**config.mk**
```make
export PLATFORM = sky130hd
export DESIGN_NAME = prescaled_timer
export DESIGN_NICKNAME = d
export VERILOG_FILES = /design/src/rtl/tmr_pkg.sv /design/src/rtl/tmr_src_mux.sv /design/src/rtl/tmr_down_stage.sv /design/src/rtl/tmr_mode_reg.sv /design/src/rtl/prescaled_timer.sv
export SDC_FILE = /design/constraint.sdc
export NUM_CORES = 1
export LEC_CHECK = 0
export BUFFER_PORTS_ARGS = -buffer_cell sky130_fd_sc_hd__buf_4
export CAP_MARGIN = 20
export CORE_MARGIN = 1.5
export CORE_UTILIZATION = 57
export CTS_BUF_LIST = sky130_fd_sc_hd__clkbuf_16
export DETAILED_ROUTE_END_ITERATION = 12
export PLACE_DENSITY = 0.79
export SLEW_MARGIN = 20
export SYNTH_ARGS = -nofsm -noshare
export SYNTH_HDL_FRONTEND = slang
export SYNTH_SLANG_ARGS = --single-unit
```
**constraint.sdc**
```tcl
create_clock -name clk -period 3.29 [get_ports clk]
set_clock_uncertainty 0.2 [all_clocks]
set_input_delay 0.1645 -clock clk [delete_from_list [all_inputs] [get_ports clk]]
set_output_delay 0.1645 -clock clk [all_outputs]
set_load 0.02 [all_outputs]
```
**src/rtl/tmr_pkg.sv**
```systemverilog
package tmr_pkg;
  localparam int DW     = 8;
  localparam int AW     = 2;
  localparam int NSRC   = 4;
  localparam int SELW   = $clog2(NSRC);
  localparam int START_BIT = 3;

  localparam logic [AW-1:0] A_MODE = 2'd0;
  localparam logic [AW-1:0] A_PRE  = 2'd1;
  localparam logic [AW-1:0] A_TMR  = 2'd2;

  // bits 7:6 have no storage
  localparam logic [DW-1:0] MODE_KEEP = 8'h3F;

  // next value of a wrapping down counter
  function automatic logic [DW-1:0] down_next(input logic [DW-1:0] cur,
                                              input logic [DW-1:0] rld);
    return (cur == '0) ? rld : cur - 1'b1;
  endfunction

  function automatic logic [DW-1:0] read_mux(input logic [AW-1:0] a,
                                             input logic [DW-1:0] mode,
                                             input logic [DW-1:0] pre,
                                             input logic [DW-1:0] tmr);
    case (a)
      A_MODE:  return mode & MODE_KEEP;
      A_PRE:   return pre;
      A_TMR:   return tmr;
      default: return '0;
    endcase
  endfunction
endpackage

```
**src/rtl/tmr_src_mux.sv**
```systemverilog
module tmr_src_mux #(
  parameter int N    = 4,
  parameter int SELW = 2
) (
  input  logic [N-1:0]    strobes,
  input  logic [SELW-1:0] sel,
  input  logic            run,
  output logic            tick
);
  logic [N-1:0] hit;

  for (genvar i = 0; i < N; i++) begin : g_src
    assign hit[i] = strobes[i] && (sel == SELW'(i));
  end

  assign tick = run && (|hit);
endmodule

```
**src/rtl/tmr_down_stage.sv**
```systemverilog
module tmr_down_stage
  import tmr_pkg::*;
(
  input  logic          clk,
  input  logic          rst_n,
  input  logic          ld,
  input  logic [DW-1:0] din,
  input  logic          en,
  output logic [DW-1:0] cnt,
  output logic [DW-1:0] reload,
  output logic          wrap
);
  assign wrap = en && !ld && (cnt == '0);

  always_ff @(posedge clk or negedge rst_n) begin
    if (!rst_n) begin
      cnt    <= '0;
      reload <= '0;
    end else if (ld) begin
      cnt    <= din;
      reload <= din;
    end else if (en) begin
      cnt    <= down_next(cnt, reload);
    end
  end


  load_wins_chk: assert property (@(posedge clk) disable iff (!rst_n)
    ld |=> (cnt == $past(din)) && (reload == $past(din)));


  step_down_chk: assert property (@(posedge clk) disable iff (!rst_n)
    (en && !ld && cnt != '0) |=> cnt == $past(cnt) - 1'b1);


  wrap_reload_chk: assert property (@(posedge clk) disable iff (!rst_n)
    wrap |=> cnt == $past(reload));


  idle_hold_chk: assert property (@(posedge clk) disable iff (!rst_n)
    (!en && !ld) |=> $stable(cnt) && $stable(reload));
endmodule

```
**src/rtl/tmr_mode_reg.sv**
```systemverilog
module tmr_mode_reg
  import tmr_pkg::*;
(
  input  logic          clk,
  input  logic          rst_n,
  input  logic          we,
  input  logic [DW-1:0] din,
  output logic [DW-1:0] mode_q,
  output logic          run
);
  always_ff @(posedge clk or negedge rst_n) begin
    if (!rst_n) mode_q <= '0;
    else if (we) mode_q <= din & MODE_KEEP;
  end

  assign run = mode_q[START_BIT];


  mode_store_chk: assert property (@(posedge clk) disable iff (!rst_n)
    we |=> mode_q[5:0] == $past(din[5:0]) && mode_q[7:6] == 2'b00);
endmodule

```
**src/rtl/prescaled_timer.sv**
```systemverilog
module prescaled_timer
  import tmr_pkg::*;
(
  input  logic            clk,
  input  logic            rst_n,
  input  logic            bus_we,
  input  logic [AW-1:0]   bus_addr,
  input  logic [DW-1:0]   bus_wdata,
  output logic [DW-1:0]   bus_rdata,
  input  logic [NSRC-1:0] src_tick,
  input  logic [SELW-1:0] src_sel,
  output logic            irq
);
  logic [DW-1:0] mode_q;
  logic          run;
  logic          tick;
  logic          pre_ld, tmr_ld, mode_ld;
  logic [DW-1:0] pre_cnt, pre_rld, tmr_cnt, tmr_rld;
  logic          pre_wrap, tmr_wrap;

  assign mode_ld = bus_we && (bus_addr == A_MODE);
  assign pre_ld  = bus_we && (bus_addr == A_PRE);
  assign tmr_ld  = bus_we && (bus_addr == A_TMR);

  tmr_mode_reg u_mode (
    .clk(clk), .rst_n(rst_n), .we(mode_ld), .din(bus_wdata),
    .mode_q(mode_q), .run(run)
  );

  tmr_src_mux #(.N(NSRC), .SELW(SELW)) u_src (
    .strobes(src_tick), .sel(src_sel), .run(run), .tick(tick)
  );

  tmr_down_stage u_pre (
    .clk(clk), .rst_n(rst_n), .ld(pre_ld), .din(bus_wdata), .en(tick),
    .cnt(pre_cnt), .reload(pre_rld), .wrap(pre_wrap)
  );

  tmr_down_stage u_tmr (
    .clk(clk), .rst_n(rst_n), .ld(tmr_ld), .din(bus_wdata), .en(pre_wrap),
    .cnt(tmr_cnt), .reload(tmr_rld), .wrap(tmr_wrap)
  );

  assign irq       = tmr_wrap;
  assign bus_rdata = read_mux(bus_addr, mode_q, pre_cnt, tmr_cnt);


  stopped_quiet_chk: assert property (@(posedge clk) disable iff (!rst_n)
    !run |-> !irq && !pre_wrap);


  irq_reload_chk: assert property (@(posedge clk) disable iff (!rst_n)
    irq |=> tmr_cnt == $past(tmr_rld));


  timer_gate_chk: assert property (@(posedge clk) disable iff (!rst_n)
    (!pre_wrap && !tmr_ld) |=> $stable(tmr_cnt));


  write_no_irq_chk: assert property (@(posedge clk) disable iff (!rst_n)
    tmr_ld |-> !irq);
endmodule

```
==> run metrics <==
Vias per Instance=5.93; WL/cell=about 16 µm; worst reg2reg path startpoint=u_pre.cnt[0]$_DFFE_PN0P_; CTS tree=done; all-layer global routing usage=slightly below 30%; number of synthesized flops with an enable pin=0; Die W=64.9 µm; Initial DRT Pass Iterations=4; RSZ-0062 raised after global routing=no; setup_tns=0 ps; Netlist cell types=50; Tmin final=2680 ps; Post-Route Utilization=72.5%; vias in the first global route=1,951; Setup Buffers After CTS=0; RePlAce Congestion=about 0.83; remaining antenna violation count after routing=0; post-cts resize count=0; Worst Tran Pin Value=957 ps; worst hold path depth=5; row count=22; element type at the critical path start=flop; area fraction of the dominant cell type after synthesis=43.5%; max cap viols=0; setup slack, reg-to-reg=680 ps; first-pass GRT wire length=9160 µm; I/O pins=28; largest net degree at the start of global routing=39; crit path DAT=2320 ps; core area=between 0.003 and 0.004 mm²; Slew Viols, Final=0; average size of a mapped cell=8.88 µm²; layout cells sized above 1=a little under a fifth; post-detail-place hpwl=3760 µm; n_diodes=0; final worst-path cycle share=between 80% and 90%; sequential-to-total area share from yosys stat=43.5%; Max Freq=about 370 MHz; final wirelength=between 5000 and 6000 µm; CP Class=reg2out; Starting Density=59.7%; post-synth top area cell=dfrtp_1; most used flip-flop cell after synthesis=dfrtp_1; clock root cell=clkbuf_16; htree depth=2; CTS clk-pin slew, worst paths=around 50 ps; Required @ worst endpoint=between 2000 and 3000 ps; total CTS buffers=5; hold path start=bus_we; Async SR Flop Fraction=100%; synth top area cells=dfrtp_1 (44%), nand2_1 (11%), o21ai_0 (4.8%); cells after synthesis=246; final worst slack=just over 600 ps; Clock Sinks=38; initial antenna violation count=0; R2R cell count=7; Area Growth Syn to Fin=21.5%; clock latency on the worst-skew pair=280 ps; Layout Nets=305; Die Ht=64.9 µm; Leak=0.00124 µW; headroom to the max-slew limit=36.1%; Max Root-Sink Buffers=2; status=complete, no violations; Hold Buf Count CTS=9; final setup violation count=0; peak supply drop=446 µV; die footprint=0.00421 mm²; PortBufs=27; pre-CTS setup slack=751 ps; #FFs+latches synth=38; syn_nets=269; Synth warnings=0; gr ovfl total=0; crit end category=output pin; Worst Path Max Fanout=9; Starting DRT DRC Count=between 100 and 150; Syn Std Cell Area=about 0.0022 mm²; Vias=roughly 2,000; Final Hold Viols=0; Pwr Density=607 mW/mm²; # DRC=0; HP Class=in2reg; Reg2Reg Capture Point=u_tmr.cnt[0]$_DFFE_PN0P_; WHS Endpoint=u_pre.reload[6]$_DFFE_PN0P_
## flip-flops by register name, summed over array words and instances (netlist names)
| register | count |
|---|---|
| u_tmr.cnt | 8 |
| u_pre.reload | 8 |
| u_tmr.reload | 8 |
| u_pre.cnt | 8 |
| u_mode.mode_q | 6 |
## cells in the mapped netlist, types with 3 or more instances
library cell / n
inv_1: 8
nand3_1: 5
dfrtp_1: 38
buf_2: 3
nor3_1: 3
a21oi_1: 4
and2_1: 4
mux2i_1: 8
nor2_1: 12
o22ai_1: 3
nand2_1: 63
nor2b_1: 4
o31ai_1: 4
ha_1: 4
o21ai_0: 21
clkbuf_1: 6
a31oi_1: 7
mux2_2: 9
## worst max path at each step
stage                                        start                       end  slack [ps]  cells past startpoint
after floorplan           u_tmr.cnt[0]$_DFFE_PN0P_                       irq         870                      6
after global placement    u_pre.cnt[0]$_DFFE_PN0P_  u_tmr.cnt[0]$_DFFE_PN0P_         820                      7
after detailed placement  u_pre.cnt[0]$_DFFE_PN0P_  u_tmr.cnt[0]$_DFFE_PN0P_         750                      7
after CTS                 u_tmr.cnt[0]$_DFFE_PN0P_                       irq         600                      6
after global routing      u_tmr.cnt[0]$_DFFE_PN0P_                       irq         480                      6
final                     u_tmr.cnt[0]$_DFFE_PN0P_                       irq         610                      6
## critical path, cell delays in order (launching register included)
cell and delay (ps):
dfrtp_1 400, inv_1 140, ha_1 190, or4b_1 590, or2_2 380, nor3_1 180, buf_4 170
## stage by stage
| stage | total power, µW | cell area, µm² | hold slack [ps] | instances |
|---|---|---|---|---|
| floorplan | 996 | 2180 | -331 | 246 |
| global placement | 1140 | 2430 | -42.6 | 314 |
| detailed placement | 1150 | 2430 | -37.7 | 314 |
| CTS | 1610 | 2660 | 172 | 330 |
| global route | 1710 | 2660 | 221 | 330 |
| finish | 1610 | 2660 | 174 | 330 |
## report_power, final
part	leakage (µW)	switching (µW)	internal (µW)
Combinational	0.000699	257	223
Clock	0.0000723	173	271
Sequential	0.000465	117	571
Total	0.00124	547	1060
## cell families after synthesis
kind of cell    after synthesis  synth area share, %
compound gates               60                 18.2
flops                        38                 43.5
fa+ha+maj                     4                 2.29
buf+inv                      19                 3.44
xor+xnor                      1                0.401
simple gates                107                 23.8
mux                          17                 8.30
## area by class of cell
class	count	area, µm²
Clock buffer	5	125
Tap cell	48	60.1
Clock inverter	2	7.51
Fill cell	284	1010
Inverter	8	30.0
Sequential cell	38	951
Timing Repair Buffer	40	323
Multi-Input combinational cell	189	1160
## layer usage
layer  GRT usage [%]  routed length [µm]
met1            38.6                2380
met2            46.0                2550
met3            6.42                 364
met4            10.6                 114
met5               0                   0
## cells in the final DEF, fill, tap and decap left out, drive strengths merged, types with 7 or more instances in the layout
master,instances
nor2,12
mux2i,8
a31oi,7
buf,31
o21ai,22
nand2,63
mux2,9
dlygate4sd3,9
dfrtp,38
inv,10
Power figures use the tool's default switching activity.
